===== src/rtl/cdma_pkg.sv =====
package cdma_pkg;
  localparam int DESC_BYTES  = 16;
  localparam int DESC_BASE   = 16;
  localparam int WB_OFFSET   = 12;
  localparam logic [31:0] SOFT_RESET_WORD = 32'h0000_FFFF;

  typedef enum logic [2:0] {
    S_IDLE, S_FETCH, S_CHECK, S_SRC, S_SNK, S_DONE, S_WB
  } cdmaState_t;

  typedef enum logic [2:0] {
    OP_NONE, OP_FETCH, OP_SRC, OP_SNK, OP_WB
  } busOp_t;

  typedef struct packed {
    busOp_t op;
    logic   clrIdx;
    logic   incIdx;
    logic   capDesc;
    logic   capData;
    logic   stepWord;
  } dpCtl_t;
endpackage


===== src/rtl/cdma_datapath.sv =====
module cdma_datapath
  import cdma_pkg::*;
#(
  parameter bit TO_LOCAL    = 1'b1,
  parameter int TABLE_BYTES = 4096,
  parameter int LOC_AW      = 32
) (
  input  logic              clk,
  input  logic              rstN,
  input  dpCtl_t            ctl,
  input  logic              busy,
  input  logic              regWrEn,
  input  logic [1:0]        regWrAddr,
  input  logic [31:0]       regWrData,
  output logic              startHit,
  output logic              softHit,
  output logic              opAck,
  output logic              fetchLast,
  output logic              remainZero,
  output logic              remainOne,
  output logic              isLast,
  output logic              irqWanted,
  output logic              wbWanted,
  output logic              hostReq,
  output logic              hostWe,
  output logic [63:0]       hostAddr,
  output logic [31:0]       hostWdata,
  input  logic              hostAck,
  input  logic [31:0]       hostRdata,
  output logic              locReq,
  output logic              locWe,
  output logic [LOC_AW-1:0] locAddr,
  output logic [31:0]       locWdata,
  input  logic              locAck,
  input  logic [31:0]       locRdata
);
  localparam int MAX_LAST = TABLE_BYTES / DESC_BYTES - 2;
  localparam int IDX_W    = 16;

  logic             gIrq, gWb, dFlag;
  logic [63:0]      tblAddr, hostPtr;
  logic [IDX_W-1:0] lastIdx, idx, remain;
  logic [1:0]       fw;
  logic [LOC_AW-1:0] locPtr;
  logic [31:0]      dataBuf, srcData;
  logic             hdrWrOk;

  assign softHit  = regWrEn && regWrAddr == 2'd0 && regWrData == SOFT_RESET_WORD;
  assign hdrWrOk  = regWrEn && !busy && !softHit;
  assign startHit = hdrWrOk && regWrAddr == 2'd3 && regWrData[15:0] <= IDX_W'(MAX_LAST);

  always_ff @(posedge clk) begin
    if (!rstN) begin
      gIrq <= 1'b0; gWb <= 1'b0; dFlag <= 1'b0;
      tblAddr <= '0; hostPtr <= '0; lastIdx <= '0; idx <= '0;
      remain <= '0; fw <= '0; locPtr <= '0; dataBuf <= '0;
    end else begin
      if (hdrWrOk) begin
        case (regWrAddr)
          2'd0: begin gIrq <= regWrData[17]; gWb <= regWrData[18]; end
          2'd1: tblAddr[63:32] <= regWrData;
          2'd2: tblAddr[31:0]  <= regWrData;
          default: if (startHit) lastIdx <= regWrData[15:0];
        endcase
      end
      if (ctl.clrIdx) begin idx <= '0; fw <= '0; end
      if (ctl.incIdx) idx <= idx + 1'b1;
      if (ctl.capDesc) begin
        fw <= fw + 1'b1;
        case (fw)
          2'd0: begin remain <= hostRdata[15:0]; dFlag <= hostRdata[16]; end
          2'd1: locPtr <= hostRdata[LOC_AW-1:0];
          2'd2: hostPtr[63:32] <= hostRdata;
          default: hostPtr[31:0] <= hostRdata;
        endcase
      end
      if (ctl.capData) dataBuf <= srcData;
      if (ctl.stepWord) begin
        remain  <= remain - 1'b1;
        locPtr  <= locPtr + LOC_AW'(4);
        hostPtr <= hostPtr + 64'd4;
      end
    end
  end

  assign fetchLast  = fw == 2'd3;
  assign remainZero = remain == '0;
  assign remainOne  = remain == IDX_W'(1);
  assign isLast     = idx == lastIdx;
  assign irqWanted  = gIrq || dFlag;
  assign wbWanted   = gWb || dFlag;

  generate
    if (TO_LOCAL) begin : g_toLocal
      assign hostReq = ctl.op == OP_FETCH || ctl.op == OP_WB || ctl.op == OP_SRC;
      assign hostWe  = ctl.op == OP_WB;
      assign locReq  = ctl.op == OP_SNK;
      assign locWe   = 1'b1;
      assign srcData = hostRdata;
    end else begin : g_toHost
      assign hostReq = ctl.op == OP_FETCH || ctl.op == OP_WB || ctl.op == OP_SNK;
      assign hostWe  = ctl.op == OP_WB || ctl.op == OP_SNK;
      assign locReq  = ctl.op == OP_SRC;
      assign locWe   = 1'b0;
      assign srcData = locRdata;
    end
  endgenerate

  always_comb begin
    case (ctl.op)
      OP_FETCH: hostAddr = tblAddr + 64'(DESC_BASE) + (64'(idx) << 4) + (64'(fw) << 2);
      OP_WB:    hostAddr = tblAddr + 64'(WB_OFFSET);
      default:  hostAddr = hostPtr;
    endcase
  end

  assign hostWdata = (ctl.op == OP_WB) ? {16'b0, idx} : dataBuf;
  assign locAddr   = locPtr;
  assign locWdata  = dataBuf;
  assign opAck     = (hostReq && hostAck) || (locReq && locAck);
endmodule


===== src/rtl/cdma_control.sv =====
module cdma_control
  import cdma_pkg::*;
(
  input  logic   clk,
  input  logic   rstN,
  input  logic   startHit,
  input  logic   softHit,
  input  logic   opAck,
  input  logic   fetchLast,
  input  logic   remainZero,
  input  logic   remainOne,
  input  logic   isLast,
  input  logic   irqWanted,
  input  logic   wbWanted,
  output dpCtl_t ctl,
  output logic   busy,
  output logic   irq
);
  cdmaState_t state, nextState;

  always_ff @(posedge clk) begin
    if (!rstN)        state <= S_IDLE;
    else if (softHit) state <= S_IDLE;
    else              state <= nextState;
  end

  always_comb begin
    nextState = state;
    ctl       = '0;
    case (state)
      S_IDLE: if (startHit) begin ctl.clrIdx = 1'b1; nextState = S_FETCH; end
      S_FETCH: begin
        ctl.op = OP_FETCH;
        if (opAck) begin
          ctl.capDesc = 1'b1;
          if (fetchLast) nextState = S_CHECK;
        end
      end
      S_CHECK: nextState = remainZero ? S_DONE : S_SRC;
      S_SRC: begin
        ctl.op = OP_SRC;
        if (opAck) begin ctl.capData = 1'b1; nextState = S_SNK; end
      end
      S_SNK: begin
        ctl.op = OP_SNK;
        if (opAck) begin
          ctl.stepWord = 1'b1;
          nextState = remainOne ? S_DONE : S_SRC;
        end
      end
      S_DONE: begin
        if (wbWanted || isLast) nextState = S_WB;
        else begin ctl.incIdx = 1'b1; nextState = S_FETCH; end
      end
      S_WB: begin
        ctl.op = OP_WB;
        if (opAck) begin
          if (isLast) nextState = S_IDLE;
          else begin ctl.incIdx = 1'b1; nextState = S_FETCH; end
        end
      end
      default: nextState = S_IDLE;
    endcase
  end

  assign busy = state != S_IDLE;
  assign irq  = state == S_DONE && irqWanted;
endmodule


===== src/rtl/cdma_engine.sv =====
module cdma_engine
  import cdma_pkg::*;
#(
  parameter bit TO_LOCAL    = 1'b1,
  parameter int TABLE_BYTES = 4096,
  parameter int LOC_AW      = 32
) (
  input  logic              clk,
  input  logic              rstN,
  input  logic              regWrEn,
  input  logic [1:0]        regWrAddr,
  input  logic [31:0]       regWrData,
  output logic              hostReq,
  output logic              hostWe,
  output logic [63:0]       hostAddr,
  output logic [31:0]       hostWdata,
  input  logic              hostAck,
  input  logic [31:0]       hostRdata,
  output logic              locReq,
  output logic              locWe,
  output logic [LOC_AW-1:0] locAddr,
  output logic [31:0]       locWdata,
  input  logic              locAck,
  input  logic [31:0]       locRdata,
  output logic              busy,
  output logic              irq
);
  dpCtl_t ctl;
  logic startHit, softHit, opAck, fetchLast, remainZero, remainOne;
  logic isLast, irqWanted, wbWanted;

  cdma_control i_control (
    .clk(clk), .rstN(rstN), .startHit(startHit), .softHit(softHit),
    .opAck(opAck), .fetchLast(fetchLast), .remainZero(remainZero),
    .remainOne(remainOne), .isLast(isLast), .irqWanted(irqWanted),
    .wbWanted(wbWanted), .ctl(ctl), .busy(busy), .irq(irq)
  );

  cdma_datapath #(
    .TO_LOCAL(TO_LOCAL), .TABLE_BYTES(TABLE_BYTES), .LOC_AW(LOC_AW)
  ) i_datapath (
    .clk(clk), .rstN(rstN), .ctl(ctl), .busy(busy),
    .regWrEn(regWrEn), .regWrAddr(regWrAddr), .regWrData(regWrData),
    .startHit(startHit), .softHit(softHit), .opAck(opAck),
    .fetchLast(fetchLast), .remainZero(remainZero), .remainOne(remainOne),
    .isLast(isLast), .irqWanted(irqWanted), .wbWanted(wbWanted),
    .hostReq(hostReq), .hostWe(hostWe), .hostAddr(hostAddr),
    .hostWdata(hostWdata), .hostAck(hostAck), .hostRdata(hostRdata),
    .locReq(locReq), .locWe(locWe), .locAddr(locAddr), .locWdata(locWdata),
    .locAck(locAck), .locRdata(locRdata)
  );
endmodule


===== config.mk =====
export PLATFORM = sky130hd
export DESIGN_NAME = cdma_engine
export DESIGN_NICKNAME = d
export VERILOG_FILES = /design/src/rtl/cdma_pkg.sv /design/src/rtl/cdma_datapath.sv /design/src/rtl/cdma_control.sv /design/src/rtl/cdma_engine.sv
export SDC_FILE = /design/constraint.sdc
export NUM_CORES = 1
export LEC_CHECK = 0
export BUFFER_PORTS_ARGS = -buffer_cell sky130_fd_sc_hd__buf_4
export CAP_MARGIN = 10
export CORE_MARGIN = 3
export CORE_UTILIZATION = 58
export CTS_CLUSTER_DIAMETER = 200
export DETAILED_ROUTE_END_ITERATION = 8
export PLACE_DENSITY = 0.79
export SKIP_CTS_REPAIR_TIMING = 1
export SLEW_MARGIN = 20
export SYNTH_ARGS = -nofsm -noshare
export SYNTH_HDL_FRONTEND = slang
export SYNTH_HIERARCHICAL = 1
export SYNTH_SLANG_ARGS = --single-unit
export TNS_END_PERCENT = 100

===== constraint.sdc =====
create_clock -name clk -period 4.1 [get_ports clk]
set_clock_uncertainty 0.2 [all_clocks]
set_input_delay 0.41 -clock clk [delete_from_list [all_inputs] [get_ports clk]]
set_output_delay 0.41 -clock clk [all_outputs]
set_load 0.02 [all_outputs]

Word level (Yosys, flattened, before mapping)

Index checks and enable logic that the tools add are counted.

Magnitude comparators: 1
Bitwise operators: 2
Reductions and logical operators: 41
Eq/ne operators: 26
Muxes and demuxes: 38
$add $sub $neg: 9

Operators by type and width:

| kind                    | number |
|---|---|
| $mux W32                | 6 |
| $mux W64                | 2 |
| $pmux W64 S2            | 1 |
| $mux W16                | 5 |
| $add A64 B20 Y64        | 1 |
| $add A64 B3 Y64 const B | 1 |
| $add A64 B4 Y64         | 1 |
| $add A64 B4 Y64 const B | 1 |
| $add A64 B5 Y64 const B | 1 |
| $add A32 B3 Y32 const B | 1 |
| $eq A32 B16 Y1 const B  | 1 |
| $mux W3                 | 9 |
| $pmux W3 S7             | 1 |
| $add A16 B1 Y16 const B | 1 |
| $eq A16 B1 Y1 const B   | 1 |
| $eq A16 B16 Y1          | 1 |
| $le A16 B8 Y1 const B   | 1 |
| $logic_not A16 Y1       | 1 |
| $reduce_and A2 Y1       | 8 |
| $sub A16 B1 Y16 const B | 1 |
| $eq A3 B2 Y1 const B    | 4 |
| $eq A3 B3 Y1 const B    | 4 |
| $ne A2 B1 Y1 const B    | 6 |
| $pmux W3 S4             | 1 |
| 20 further kinds        | 57 |

Input port bits: 103
Register bits: 248
Word-level logic and storage cells: 131
Output and inout port bits: 166

Depth between registers and ports, before layout

Gate-level depths: netlist of the first run.

Depth after elaboration: 11
Depth in mapped cells: 16
Depth with buffers taken out: 15

Cells and area by module

Netlist of the first run, hierarchy kept.

By module, submodules not included:

| module        | cells each | seq. area each (µm²) | times used | area an instance (µm²) |
|---|---|---|---|---|
| cdma_datapath | 2126       | 4904.7               | 1          | 16145.5 |
| cdma_control  | 53         | 60.1                 | 1          | 374.1 |

Worst setup path before layout of the first run

OpenSTA, ideal clock, no wires.

Path type: flip-flop to output port
Start point: reg i_datapath.tblAddr[3]
End point: out hostAddr[25]
Buffers on the path: 1
Slack: 0.365 ns
Stages on the path, launching flop included: 11
Data required time: 3.490 ns
Arrival: 3.125 ns
Cells stage by stage: dfxtp_1 > ha_1 > ha_1 > fa_1 > a211oi_1 > o21bai_1 > a211oi_2 > o22a_1 > clkbuf_1 > a22oi_1 > o21ai_0

Word-level cells in the longest chain between the ends: 4
Elaborated cells on any way between the ends: 5
Those cells by class: 4 x add/sub; 1 x mux

RTL lines:

| item                   | RTL line             | RTL |
|---|---|---|
| from (decl)            | cdma_datapath.sv:41  | `logic [63:0] tblAddr, hostPtr;` |
| from (signal assigned) | cdma_datapath.sv:62  | `2'd2: tblAddr[31:0] <= regWrData;` |
| $add A64 B5 Y64        | cdma_datapath.sv:111 | `OP_FETCH: hostAddr = tblAddr + 64'(DESC_BASE) + (64'(idx) << 4) + (64'(fw) << 2);` |
| $add A64 B20 Y64       | cdma_datapath.sv:111 |  |
| $add A64 B4 Y64        | cdma_datapath.sv:111 |  |
| $pmux W64 S2 *         | cdma_datapath.sv:110 | `case (ctl.op)` |
| to (decl)              | cdma_engine.sv:15    | `output logic [63:0] hostAddr,` |

Every way passes the cells marked *; elsewhere a longest branch is shown, timed or not.

Worst setup path after layout of the first run

Start point: reg i_datapath.tblAddr[2]
End point: out hostAddr[45]

The elaborated chain is that of the path after synthesis.

==> results of run 1 <==
## worst reg2reg max path: cells and delay by family, from the launching register on
| family | cells | cell delay [ns] |
|---|---|---|
| muxes | 1 | 0.30 |
| buffers and inverters | 4 | 0.68 |
| and+or+nand+nor | 5 | 1.17 |
| DFF | 1 | 0.33 |
| AOI/OAI and AO/OA | 5 | 1.02 |
## worst min path at each step
| stage | start | endpoint | slack, ns | cells after the start |
|---|---|---|---|---|
| after floorplan | i_datapath/hostPtr[0] | i_datapath/hostPtr[0] | 0.23 | 2 |
| after global placement | i_datapath/locAddr[1] | i_datapath/locAddr[1] | 0.25 | 2 |
| after detailed placement | i_datapath/locAddr[0] | i_datapath/locAddr[0] | 0.25 | 2 |
| after CTS | regWrData[23] | i_datapath/tblAddr[55] | -0.11 | 3 |
| after global routing | hostRdata[22] | i_datapath/hostPtr[22] | -0.006 | 3 |
| final | hostRdata[26] | i_datapath/locWdata[26] | -0.03 | 3 |
## final cells by class
cell class                 instances  area [um2]  share of cell area [%]
clock inverter                    10         109                   0.517
timing repair buffer             392        3190                    15.2
antenna                            1        2.50                  0.0119
clock buffer                      39         792                    3.77
inverter                          32         123                   0.583
multi-input combinational       1754       11400                    54.0
sequential                       248        4990                    23.7
tap                              378         473                    2.25
## state kept, by name, summed over array words and instances (netlist names)
name,cells
i_control/state,3
i_datapath/dFlag,1
i_datapath/fw,2
i_datapath/gIrq,1
i_datapath/gWb,1
i_datapath/hostPtr,64
i_datapath/idx,16
i_datapath/lastIdx,16
i_datapath/locAddr,32
i_datapath/locWdata,32
i_datapath/remain,16
i_datapath/tblAddr,64
## per-stage QoR
step	setup WS (ns)	hold slack, ns	util, %
after floorplan	0.365	0.233	-
after global placement	0.221	0.247	67.8
after detailed placement	0.0855	0.255	67.8
after CTS	-0.498	-0.110	71.0
after global routing	-0.132	-0.00646	75.3
final	-0.105	-0.0261	75.3
## cells in the mapped netlist, drive strengths merged, types with 27 or more instances
cell type / instances
xor2: 31
a22oi: 27
nor3: 73
and2: 30
inv: 31
xnor2: 46
a21oi: 130
and3: 53
nand3: 103
ha: 46
dfxtp: 248
a311oi: 31
mux2i: 109
o21ai: 139
nand4: 56
nor2: 282
nor4: 36
buf: 39
nand2: 225
a211oi: 46
clkbuf: 108
## kinds of logic (layout without fill, tap and decap cells)
group / after synthesis / count (layout) / synth area share (%)
AO/OA/AOI/OAI: 550 / 552 / 22.1
flip-flops: 248 / 248 / 30.1
multiplexers: 118 / 118 / 7.24
XOR/XNOR: 77 / 77 / 4.08
buffers and inverters: 179 / 473 / 4.25
adder cells (fa/ha/maj): 47 / 47 / 3.61
other: 1 / 2 / 0.0227
AND/OR/NAND/NOR: 959 / 959 / 28.7
## where the power goes
| part | switching (W) | internal, W |
|---|---|---|
| clock | 0.00108 | 0.00141 |
| combinational | 0.000265 | 0.000180 |
| sequential | 0.0000452 | 0.00243 |
| total | 0.00139 | 0.00403 |
## per-layer routing
metal / share of wire [%] / vias up / wire (um) / global-route usage (%)
li1: - / 8621 / - / -
met1: 38 / 9075 / 25500 / 53.0
met4: 6.4 / 0 / 4330 / 21.3
met3: 11 / 305 / 7450 / 7.00
met5: 0 / - / 0 / 0
met2: 45 / 1419 / 30500 / 64.6
==> impl_metrics.yaml, run 1 <==
status:
  status: "finished with violations"
  violations: "negative hold slack, negative setup slack"
placed_design:
  place_congestion: 0.981
  dp_cells: 2736
  placed_cell_area_um2: 18900
  portBuffers: 235
  dpl.hpwl_mm: 48.1
timing:
  fin_tns_setup_ns: -0.527
  hold_viol: 12
  holdWs_ns: -0.0261
  worst_pin_slew_ns: 1.03
  maxSlewHeadroom_pct: 31.1
  period_share_pct: 103
  fin_crit_ns: 4.20
  rsz0062_at_grt: "yes"
  setup_violations: 12
  fmax_mhz: 238
  worst_slack_ns: -0.105
  drv_slew: 0
yosys:
  ys_seq_area_share_pct: 30.1
  syn_nets: 2329
  avgSynthCellArea_um2: 7.58
  syn-instance-count: 2179
  postSynth.asyncResetShare_pct: 0
  yosys-top-cells-area: "dfxtp_1 (30%), mux2i_1 (6.6%), nor2_1 (6.4%), nand2_1 (5.1%), o21ai_0 (3.9%)"
  yosysTopAreaCell: "dfxtp_1"
  synth_seq_cells: 248
  synth_edf_count: 0
  synthDistinctLibCells: 93
  synth_area_um2: 16500
  synth_top_area_share_pct: 30.1
  yosys_most_used_dff: "dfxtp_1"
  yosysWarnings: 6
detailed_routing:
  drt-initial-drc-count: 2352
  via_count: 19400
  viasPerCell: 6.80
  drc: 0
  drt-pass1-iter-count: 8
  avgRoutedWirePerCell_um: 23.7
  antenna_left: 0
  wl_mm: 67.7
critical_path:
  startpoint_type: "register"
  worstSetupPathDepth: 12
  crit_required_ns: 3.49
  worstSetupStartpoint: "i_datapath/tblAddr[2]"
  cpMostUsedCell: "a211oi_2"
  cp.arrival_ns: 3.59
  path_buf_inv: 2
  endpoint: "hostAddr[45]"
  crit_family: "compound AO/OA/AOI/OAI gates"
  reg2reg_slack_ns: 0.31
  crit_slowest_cell: "fa_2"
  r2r_start: "i_control/state[1]"
  criticalPathCategory: "reg -> out"
  timing.critical_path.to_type: "primary output"
  reg2reg_depth: 15
  r2r-end: "i_datapath/locAddr[10]"
  cpPeakStageDelay_ns: 0.42
  path_cells: "ha_1 -> ha_4 -> fa_2 -> a211oi_2 -> o21bai_2 -> a211oi_2 -> buf_4 -> o22a_4 -> nor3_4 -> and3_1 -> a211oi_2 -> buf_4"
  cp_max_fo: 6
cts:
  cts_buffer_depth: 3
  htreeDepth: 1
  cts_tree: "done"
  clk_latency_ns: 0.58
  clock_tree.root_cell: "clkbuf_16"
  clkSlewWorstSetupHoldPaths_ns: 0.06
  cts_buffers: 28
  clkSinkCount: 248
global_routing:
  grt-ovfl-total: 0
  first_global_vias: 17400
  grt_pass1_wl_mm: 99.4
  antenna_found_initial: 1
  grt_usage_pct: 40.6
  grt_max_degree: 75
finish:
  fin_area_um2: 21000
  area_delta_synth_final_pct: 27.3
  fillers: 2114
  layout_commonest_cell: "buf_4"
  layout_common_cells: "buf_4 (322), nor2_1 (276), dfxtp_1 (234), nand2_1 (222), a21oi_1 (127)"
  instances_no_fill: 2854
  drive_gt1_share_pct: 20.4
  fin_nets: 2606
die:
  fp.dieArea_um2: 30500
  fp-row-count: 61
  die_h_um: 175
  die_x_um: 175
  ioPinCount: 269
  core_um2: 27900
  start_util_pct: 59.1
power_and_ir_drop:
  p_leak_nw: 8.14
  vdd_drop_max_v: 0.000301
  power_density_nw_per_um2: 257
  power_w: 0.00542
job:
  cap_violations: 0
hold_path:
  hp-class: "in -> reg"
(Power assumes the default switching activity.)
==> run 2: changes to the inputs <==
Settings changed: BUFFER_PORTS_ARGS -buffer_cell sky130_fd_sc_hd__buf_4 to unset, CORE_UTILIZATION 58 to 65, DONT_BUFFER_PORTS set to 1, PLACE_DENSITY 0.79 to 0.78.
==> impl_metrics.yaml, run 2 (same netlist as run 1, synthesis figures left out) <==
die:
  core_um2: 24700
  start_util_pct: 66.9
  fp-row-count: 57
  fp.dieArea_um2: 27400
  ioPinCount: 269
  die_h_um: 165
  die_x_um: 165
placed_design:
  place_ws_ns: 0.265
  dpl.hpwl_mm: 45.3
  place_congestion: 1.03
  portBuffers: 0
cts:
  htreeDepth: 1
  clk_latency_ns: 0.57
  clock_tree.root_cell: "clkbuf_16"
  cts_buffer_depth: 3
  clkSinkCount: 248
  cts_buffers: 27
  clkSlewWorstSetupHoldPaths_ns: 0.06
  cts_tree: "done"
critical_path:
  cpPeakStageDelay_ns: 0.37
  startpoint_type: "register"
  cp.arrival_ns: 3.61
  path_cells: "ha_4 -> ha_4 -> fa_2 -> a211oi_2 -> o21bai_1 -> a211oi_2 -> buf_4 -> o22a_4 -> nor4_4 -> mux2_2 -> o21ai_2 -> buf_4"
  path_buf_inv: 2
  crit_family: "compound AO/OA/AOI/OAI gates"
  criticalPathCategory: "reg -> out"
  timing.critical_path.to_type: "primary output"
  crit_slowest_cell: "dfxtp_4"
  cp_max_fo: 7
  crit_required_ns: 3.49
power_and_ir_drop:
  switchingPower_w: 0.00137
  p_leak_nw: 7.20
  intPower_w: 0.00430
  power_frac_clock_pct: 49.3
  seqPwrFrac_pct: 43.7
  p_comb_share_pct: 7.0
  swShare_pct: 24.2
  power_density_nw_per_um2: 284
  vdd_drop_max_v: 0.000330
detailed_routing:
  viasPerCell: 7.40
  drt-initial-drc-count: 3612
  antenna_left: 0
  wl_mm: 69.9
  via_count: 19500
  drt-pass1-iter-count: 7
  avgRoutedWirePerCell_um: 26.5
  drc: 0
timing:
  drv_slew: 0
  maxSlewHeadroom_pct: 48.3
  hold_viol: 7
  period_share_pct: 103
  worst_pin_slew_ns: 0.769
  worst_slack_ns: -0.121
  rsz0062_at_grt: "yes"
  fin_tns_setup_ns: -0.741
  fin_crit_ns: 4.22
  setup_violations: 22
  fmax_mhz: 237
  holdWs_ns: -0.0469
job:
  cap_violations: 0
hold_path:
  hp-class: "in -> reg"
status:
  status: "finished with violations"
  violations: "negative hold slack, negative setup slack"
finish:
  fillers: 1602
  layout_common_cells: "nor2_1 (277), dfxtp_1 (228), nand2_1 (223), buf_4 (151), a21oi_1 (123)"
  drive_gt1_share_pct: 14.9
  fin_nets: 2438
  utilization_pct: 80.8
  area_delta_synth_final_pct: 20.7
  layout_commonest_cell: "nor2_1"
  reg_top3: "i_datapath/hostPtr x64, i_datapath/tblAddr x64"
global_routing:
  antenna_found_initial: 5
  first_global_vias: 16500
  grt-ovfl-total: 0
  grt_pass1_wl_mm: 94.3
  grt_usage_pct: 44.0
  grt_max_degree: 135
-- run 2: power groups by stage --
stage	clock network, W	registers, W	logic [W]
2_1_floorplan	0	0.00250	0.000190
3_3_place_gp	0	0.00253	0.000226
3_5_place_dp	0	0.00253	0.000233
4_1_cts	0.00277	0.00247	0.000235
5_1_grt	0.00288	0.00248	0.000407
6_report	0.00280	0.00248	0.000395
-- run 2: layout make-up --
| type | instances | area [um2] | area share (%) |
|---|---|---|---|
| Multi-Input combinational cell | 1753 | 11500 | 57.4 |
| Sequential cell | 248 | 5000 | 25.1 |
| Timing Repair Buffer | 226 | 1930 | 9.70 |
| Clock buffer | 36 | 739 | 3.71 |
| Tap cell | 324 | 405 | 2.03 |
| Clock inverter | 13 | 270 | 1.36 |
| Inverter | 32 | 128 | 0.640 |
| Antenna cell | 3 | 7.51 | 0.0377 |
-- run 2: stage by stage --
step | hold slack [ns] | cell area [um2] | instances | total power [W]
global placement | 0.252 | 17500 | 2497 | 0.00275
global route | -0.000243 | 19900 | 2632 | 0.00576
CTS | -0.232 | 18500 | 2546 | 0.00548
detailed placement | 0.263 | 17500 | 2497 | 0.00276
finish | -0.0469 | 19900 | 2635 | 0.00567
floorplan | 0.233 | 16500 | 2179 | 0.00269
-- run 2: layer usage --
| metal | routed length (um) | part of all wire, % | vias up | track usage (%) |
|---|---|---|---|---|
| li1 | - | - | 8287 | - |
| met1 | 24500 | 35 | 9018 | 57.0 |
| met2 | 30200 | 43 | 1715 | 67.9 |
| met3 | 9830 | 14 | 463 | 9.75 |
| met4 | 5280 | 7.6 | 6 | 24.6 |
| met5 | 65 | 0.093 | - | 0 |
-- run 2: path summary, 6_finish.rpt --
check,end,slack [ns],cells past startpoint,from
worst max-delay path,hostAddr[41],-0.12,12,i_datapath/tblAddr[3]
worst min register to register,i_datapath/lastIdx[3],0.28,2,i_datapath/lastIdx[3]
worst min-delay path,i_datapath/locAddr[2],-0.05,2,hostRdata[2]
worst max register to register,i_datapath/hostPtr[63],0.23,12,i_control/state[2]
